`src/rtl/dcm_tx_pkg.sv`:
```
package dcm_tx_pkg;

    typedef enum logic [1:0] {
        PH_OFF  = 2'b00,
        PH_LOW  = 2'b01,
        PH_HIGH = 2'b10,
        PH_WEAK = 2'b11
    } phase_e;

    typedef enum logic [1:0] {
        SEQ_IDLE = 2'b00,
        SEQ_SHOT = 2'b01,
        SEQ_REST = 2'b10
    } seq_e;

    typedef struct packed {
        phase_e a;
        phase_e b;
    } drive_t;

    localparam int REST_MULT = 8;

    // phase pair for one interval and one control level
    function automatic drive_t phase_for(seq_e st, logic bit_v);
        drive_t d;
        d.a = PH_OFF;
        d.b = PH_OFF;
        case (st)
            SEQ_SHOT: begin
                d.a = bit_v ? PH_LOW  : PH_HIGH;
                d.b = bit_v ? PH_HIGH : PH_LOW;
            end
            SEQ_REST: begin
                d.a = bit_v ? PH_HIGH : PH_WEAK;
                d.b = bit_v ? PH_WEAK : PH_HIGH;
            end
            default: ;
        endcase
        return d;
    endfunction

endpackage

```
`src/rtl/dcm_sync.sv`:
```
module dcm_sync #(
    parameter int STAGES = 2
) (
    input  logic clk,
    input  logic rst,
    input  logic d_in,
    output logic d_out
);
    logic [STAGES-1:0] chain;

    generate
        for (genvar i = 0; i < STAGES; i++) begin : g_stage
            if (i == 0) begin : g_first
                always_ff @(posedge clk) begin
                    if (rst) chain[0] <= 1'b0;
                    else     chain[0] <= d_in;
                end
            end else begin : g_next
                always_ff @(posedge clk) begin
                    if (rst) chain[i] <= 1'b0;
                    else     chain[i] <= chain[i-1];
                end
            end
        end
    endgenerate

    assign d_out = chain[STAGES-1];
endmodule

```
`src/rtl/dcm_seq.sv`:
```
module dcm_seq
    import dcm_tx_pkg::*;
#(
    parameter int LEN_W = 8,
    parameter int MULT  = REST_MULT
) (
    input  logic             clk,
    input  logic             rst,
    input  logic             tx_en,
    input  logic             zc_in,
    input  logic [LEN_W-1:0] shot_len,
    output seq_e             st,
    output logic             start
);
    localparam int CNT_W = LEN_W + $clog2(MULT) + 1;

    logic [CNT_W-1:0] cnt, cnt_n, shot_lim, rest_lim;
    seq_e             st_n;
    logic             start_n;

    always_comb begin
        shot_lim = (shot_len == '0) ? CNT_W'(1) : CNT_W'(shot_len);
        rest_lim = shot_lim * CNT_W'(MULT);
    end

    always_comb begin
        st_n    = st;
        cnt_n   = cnt + 1'b1;
        start_n = 1'b0;
        if (!tx_en) begin
            st_n  = SEQ_IDLE;
            cnt_n = '0;
        end else begin
            case (st)
                SEQ_IDLE: begin
                    st_n    = SEQ_SHOT;
                    cnt_n   = '0;
                    start_n = 1'b1;
                end
                SEQ_SHOT: begin
                    if (cnt >= shot_lim - 1'b1) begin
                        st_n  = SEQ_REST;
                        cnt_n = '0;
                    end
                end
                SEQ_REST: begin
                    if (zc_in || cnt >= rest_lim - 1'b1) begin
                        st_n    = SEQ_SHOT;
                        cnt_n   = '0;
                        start_n = 1'b1;
                    end
                end
                default: begin
                    st_n  = SEQ_IDLE;
                    cnt_n = '0;
                end
            endcase
        end
    end

    always_ff @(posedge clk) begin
        if (rst) begin
            st    <= SEQ_IDLE;
            cnt   <= '0;
            start <= 1'b0;
        end else begin
            st    <= st_n;
            cnt   <= cnt_n;
            start <= start_n;
        end
    end
endmodule

```
`src/rtl/dcm_phase_map.sv`:
```
module dcm_phase_map
    import dcm_tx_pkg::*;
(
    input  seq_e   st,
    input  logic   ctrl_s,
    output drive_t drv
);
    always_comb drv = phase_for(st, ctrl_s);
endmodule

```
`src/rtl/dcm_tx.sv`:
```
module dcm_tx
    import dcm_tx_pkg::*;
#(
    parameter int LEN_W     = 8,
    parameter int SYNC_DEPTH = 2
) (
    input  logic             clk,
    input  logic             rst,
    input  logic             ctrl_in,
    input  logic             zc_in,
    input  logic             tx_en,
    input  logic [LEN_W-1:0] shot_len,
    output logic [1:0]       drv_a,
    output logic [1:0]       drv_b,
    output logic             cyc_start
);
    logic   ctrl_s;
    seq_e   st;
    drive_t drv;

    dcm_sync #(.STAGES(SYNC_DEPTH)) u_sync (
        .clk   (clk),
        .rst   (rst),
        .d_in  (ctrl_in),
        .d_out (ctrl_s)
    );

    dcm_seq #(.LEN_W(LEN_W), .MULT(REST_MULT)) u_seq (
        .clk      (clk),
        .rst      (rst),
        .tx_en    (tx_en),
        .zc_in    (zc_in),
        .shot_len (shot_len),
        .st       (st),
        .start    (cyc_start)
    );

    dcm_phase_map u_map (
        .st     (st),
        .ctrl_s (ctrl_s),
        .drv    (drv)
    );

    assign drv_a = drv.a;
    assign drv_b = drv.b;
endmodule

```
`config.mk`:
```
export PLATFORM = sky130hd
export DESIGN_NAME = dcm_tx
export DESIGN_NICKNAME = d
export VERILOG_FILES = /design/src/rtl/dcm_tx_pkg.sv /design/src/rtl/dcm_sync.sv /design/src/rtl/dcm_seq.sv /design/src/rtl/dcm_phase_map.sv /design/src/rtl/dcm_tx.sv
export SDC_FILE = /design/constraint.sdc
export NUM_CORES = 1
export LEC_CHECK = 0
export BUFFER_PORTS_ARGS = -buffer_cell sky130_fd_sc_hd__buf_2
export CAP_MARGIN = 0
export CORE_MARGIN = 8
export CORE_UTILIZATION = 50
export CTS_CLUSTER_DIAMETER = 200
export DETAILED_ROUTE_END_ITERATION = 12
export PLACE_DENSITY = 0.8
export REMOVE_ABC_BUFFERS = 1
export SYNTH_ARGS = -nofsm -noshare
export SYNTH_HDL_FRONTEND = slang
export SYNTH_SLANG_ARGS = --single-unit
```
`constraint.sdc`:
```
create_clock -name clk -period 4.6 [get_ports clk]
set_input_delay 0.46 -clock clk [delete_from_list [all_inputs] [get_ports clk]]
set_output_delay 0.46 -clock clk [all_outputs]
set_load 0.01 [all_outputs]
```
# Word level (Yosys, flattened, before mapping)
# Cells that the tools add are included.
# word_totals
out_inout_bits	5
reg_bits	17
input_bits	13
# op_classes
bitwise	1
n_eq_ne	4
muxes	14
reduce_logical	5
add_sub_neg	3
order_cmp	2
# ops
operator	n
$ge A12 B12 Y1	2
$mux W12	2
$pmux W12 S2	1
$sub A12 B1 Y12 const B	2
$add A12 B1 Y12 const B	1
$logic_not A8 Y1	1
$mux W2	4
$mux W8	1
$pmux W4 S2	1
$pmux W2 S3	1
$ne A2 B2 Y1 const B	2
$mux W1	3
$eq A2 B1 Y1 const B	1
$eq A2 B2 Y1 const B	1
$logic_not A2 Y1	1
$pmux W1 S2	1
$reduce_and A2 Y1	1
$reduce_or A2 Y1	1
$logic_or A1 B1 Y1	1
$not A1 Y1	1

# Logic depth before layout (Yosys ltp)
# depth
ltp_word	7
ltp_mapped	15

# Cells and area by module
# From an unflattened synthesis, not the netlist that was laid out.
# hier_totals
cells_unflattened	171
area_unflattened_um2	1550.2
# modules_own_cells
mod	cells_per_inst	area_per_inst_um2	instances	seq_area_each_um2
dcm_seq	154	1393.8	1	300.3
dcm_phase_map	13	103.8	1	0.0
dcm_sync	4	52.6	1	40.0

# Worst setup path before layout
# No wires, ideal clock.
# synth_timing
kind	input-to-reg
startpoint	input shot_len[5]
endpoint	register u_seq.cnt[10]
stages	15
t_arrival_ns	3.289
n_path_buf	1
path_slack_ns	1.247
cell_sequence	nor4_2 a21oi_1 ha_1 nor3b_1 nand2_1 xor2_1 ha_1 o21ai_0 nand2b_1 a21oi_1 a2111oi_4 a311o_1 a211o_1 buf_2 nor2_1
# synth_via
elab_chain_cells	7
word_cells_on_any_way	10
# synth_lines
item	line	source
from (decl)	dcm_tx.sv:12	input logic [LEN_W-1:0] shot_len,
$logic_not A8 Y1	dcm_seq.sv:22	shot_lim = (shot_len == '0) ? CNT_W'(1) : CNT_W'(shot_len);
$mux W8 *	dcm_seq.sv:22	
$sub A12 B1 Y12	dcm_seq.sv:47	if (zc_in || cnt >= rest_lim - 1'b1) begin
$ge A12 B12 Y1	dcm_seq.sv:47	
$logic_or A1 B1 Y1	dcm_seq.sv:47	
$mux W12	dcm_seq.sv:47	
$pmux W12 S2 *	dcm_seq.sv:34	case (st)
to (signal assigned)	dcm_seq.sv:68	cnt <= cnt_n;
to (decl)	dcm_seq.sv:17	logic [CNT_W-1:0] cnt, cnt_n, shot_lim, rest_lim;
# Every way passes the cells marked *; elsewhere a longest branch is shown, timed or not.
# A chain may end at the register's enable or synchronous reset.

# Worst setup path after layout
# layout_timing
startpoint	input shot_len[4]
endpoint	register u_seq.cnt[11]
# The elaborated chain is that of the path after synthesis.

==> flow_summary.rst <==
.. list-table::
   :header-rows: 1

   * - Metric
     - Value
   * - Final-layout worst hold slack
     - 0.358 ns
   * - Standard-cell rows
     - 19
   * - Initial antenna violation count
     - 0
   * - Total negative slack
     - 0 ns
   * - Met1 demand-to-capacity share in global routing
     - 13.4%
   * - Post-synth design cell area
     - 1430 um^2
   * - Most used routing layer in global routing
     - met2
   * - Yosys warning count
     - 0
   * - Post CTS Setup Buffer Count
     - 0
   * - Post-CTS sizing
     - 0
   * - Inserted Diodes
     - 0
   * - Wire length of the first global-routing pass
     - 5310 um
   * - Max-slew violation count
     - 0
   * - Main flop type after synthesis
     - dfxtp_1
   * - Total overflow reported by the global router
     - 0
   * - CTS clk-pin slew, worst paths
     - 0.09 ns
   * - Critical path startpoint
     - shot_len[4]
   * - Worst r2r dst
     - u_seq.cnt[11]
   * - Maximum Capacitance Violations
     - 0
   * - Core Box Area
     - 2730 um^2
   * - TritonCTS clock tree
     - yes
   * - Transition time at the pin with the least slew margin
     - 0.555 ns
   * - Top-Level Pins
     - 18
   * - Sequential cell area
     - 340 um^2
   * - Post-route DRC violation count
     - 0
   * - Shortest clock period the worst path allows after layout
     - 3.59 ns
   * - H-tree Lvls
     - 1
   * - Global Route met2 Usage
     - 24.1%
   * - Nature of the critical path startpoint
     - input port
   * - Worst Hold Endpoint
     - u_sync.d_out
   * - Fraction of met3 tracks used by global routing
     - 2.43%
   * - Leakage
     - 0.647 nW
   * - RSZ-0062 raised after global routing
     - no
   * - Slack of the worst reg-to-reg path
     - 2.19 ns
   * - Power density over the cells
     - 184 nW/um^2
   * - Residual antenna-violating net count after detailed routing
     - 0
   * - Crit path required time
     - 4.82 ns
   * - VDD IR-drop max
     - 0.170 mV
   * - Critical register-to-register path startpoint
     - u_seq.cnt[4]
   * - Number of flops mapped to enable cells by yosys
     - 0
   * - Count of final setup violators
     - 0
   * - Routability congestion estimate from global placement
     - 0.863
   * - Final clock period utilization by the worst path
     - 78.1%
   * - Final hold violations
     - 0
   * - Worst clock skew
     - 0.00185 ns
   * - Post-placement cell count
     - 213
   * - Type of the setup path with the least slack
     - input port to flop
   * - Mean instance size in the synthesized netlist
     - 8.58 um^2
   * - Headroom to the max-slew limit
     - 62.9%
   * - Clock tree root buffer cell
     - clkbuf_4
   * - Full die area
     - 4830 um^2
   * - Sequential area share after synthesis
     - 23.8%
   * - Async SR Flop Fraction
     - 0%
   * - Crit path max fanout
     - 12
   * - Startpoint of the tightest hold check path
     - rst
   * - Filler-free cell count of the finished design
     - 217
   * - Fraction of layout cells with a size suffix above 1
     - 16.1%
   * - Y dimension of the die
     - 69.5 um
   * - Layout Area Growth over Synthesis
     - 9.34%
   * - Worst hold path cell count
     - 2
   * - All-Layer GR Usage
     - 12.8%
   * - Initial DRT Pass Iterations
     - 6
   * - Most common cell after layout, fill and taps aside
     - ha_1
   * - FILL cells
     - 247
   * - Area of combinational cells with multiple inputs
     - 1050 um^2
   * - Die W
     - 69.5 um
   * - Maximum number of pins on one net before global-route repair
     - 13
   * - Number of distinct library cell variants in the gate-level netlist after synthesis
     - 47
   * - Number of cells on the worst reg-to-reg path
     - 8
   * - Vias per std cell
     - 5.95
   * - Worst Setup Slack, final
     - 1.01 ns
   * - Number of buffers added by the clock tree synthesis step
     - 3
   * - Final wirelength
     - 3130 um
   * - Port Buffer Count
     - 17
   * - Post-synthesis register bit count
     - 17
   * - Average wire per cell in the routed design
     - 14.4 um
   * - Vias in the first global route
     - 1298
   * - Most frequent cells in the layout
     - ha_1, nor2_1, buf_2, dfxtp_1
   * - Type of destination of the critical path
     - flop
   * - Clock insertion delay at the later pin of the skew report
     - 0.28 ns
   * - Number of buffers on the longest clock path
     - 2
   * - Number of vias in the routed layout
     - 1292
   * - Starting density of the core
     - 52.4%
   * - Worst setup slack before clock tree synthesis
     - 0.757 ns
   * - Highest attainable clock frequency
     - 278 MHz
   * - Synthesized netlist cell count
     - 167
   * - DR iter-0 viols
     - 61
   * - Post-layout utilization of the core
     - 57.3%
   * - Final HPWL from detailed placement
     - 2590 um
   * - Final-stage net count
     - 221
   * - Hold bufs inserted after CTS
     - 0
   * - Outcome
     - complete, no violations
   * - Sink Count
     - 17
   * - Worst path arrival time
     - 3.81 ns
   * - Hold WC Path Type
     - input port to flop
-- cell families (layout without fill, tap and decap cells) --
| family | Yosys count | after routing | share of synthesized area [%] |
|---|---|---|---|
| simple gates | 61 | 61 | 23.1 |
| flops | 17 | 17 | 23.8 |
| other cells | 1 | 2 | 0.262 |
| mux | 1 | 1 | 0.786 |
| buf+inv | 11 | 29 | 3.49 |
| compound gates | 38 | 38 | 19.9 |
| fa+ha+maj | 21 | 21 | 18.3 |
| xor+xnor | 17 | 17 | 10.4 |
-- flip-flops by register name (all words and copies together) (netlist names) --
signal	count
u_seq.st	2
u_seq.cnt	12
u_sync.d_out	1
u_seq.start	1
u_sync.chain	1
-- critical path, cell delays in order --
cell       delay, ns
buf_2           0.14
nor4_2          0.09
a21oi_1         0.23
ha_1            0.22
nor3b_1         0.49
nand2_1         0.13
xor2_1          0.24
ha_1            0.29
o21ai_0         0.18
nand2b_1        0.11
a21oi_1         0.25
a2111oi_4       0.08
a311o_1         0.31
a211o_1         0.41
nor2_1          0.17
-- worst max path at each step --
| stage | to | depth (start not counted) |
|---|---|---|
| after floorplan | u_seq.cnt[10] | 14 |
| after global placement | u_seq.cnt[8] | 14 |
| after detailed placement | u_seq.cnt[6] | 15 |
| after CTS | u_seq.cnt[11] | 15 |
| after global routing | u_seq.cnt[11] | 15 |
| final | u_seq.cnt[11] | 15 |
-- power breakdown --
| group | switching (mW) | internal [mW] | total, mW | leakage (nW) |
|---|---|---|---|---|
| logic | 0.0334 | 0.0247 | 0.0581 | 0.494 |
| registers | 0.00170 | 0.150 | 0.151 | 0.138 |
| clock network | 0.0448 | 0.0337 | 0.0784 | 0.0150 |
-- routing by layer --
layer	routed length, um	vias to the layer above
met5	0	-
met2	1590	34
li1	-	642
met1	1330	607
met4	54	0
met3	152	9
-- metrics by stage --
stage,area (um^2),power (mW)
final,1570,0.288
after global routing,1570,0.305
after detailed placement,1540,0.212
after floorplan,1420,0.193
after CTS,1570,0.288
after global placement,1540,0.209
-- final cells by class --
class	instances	area share, %
repair buffers	17	5.43
multi-input cells	140	66.8
inverters	8	1.92
flip-flops and latches	17	21.7
clock buffers	4	1.68
well taps	31	2.48
-- synthesized netlist by cell type, types with 2 or more instances --
| library cell | number | area [um^2] |
|---|---|---|
| a21o_1 | 2 | 15.0 |
| a21oi_1 | 10 | 50.1 |
| a311oi_1 | 2 | 17.5 |
| and3_1 | 5 | 31.3 |
| dfxtp_1 | 17 | 340 |
| ha_1 | 21 | 263 |
| inv_1 | 8 | 30.0 |
| nand2_1 | 9 | 33.8 |
| nand3_1 | 8 | 40.0 |
| nand3b_1 | 2 | 15.0 |
| nand4_1 | 2 | 12.5 |
| nor2_1 | 18 | 67.6 |
| nor2b_1 | 5 | 31.3 |
| nor4_2 | 2 | 25.0 |
| o21a_1 | 2 | 15.0 |
| o21ai_0 | 7 | 35.0 |
| o31ai_1 | 2 | 15.0 |
| xnor2_1 | 10 | 87.6 |
| xor2_1 | 7 | 61.3 |
Power figures use the tool's default switching activity.
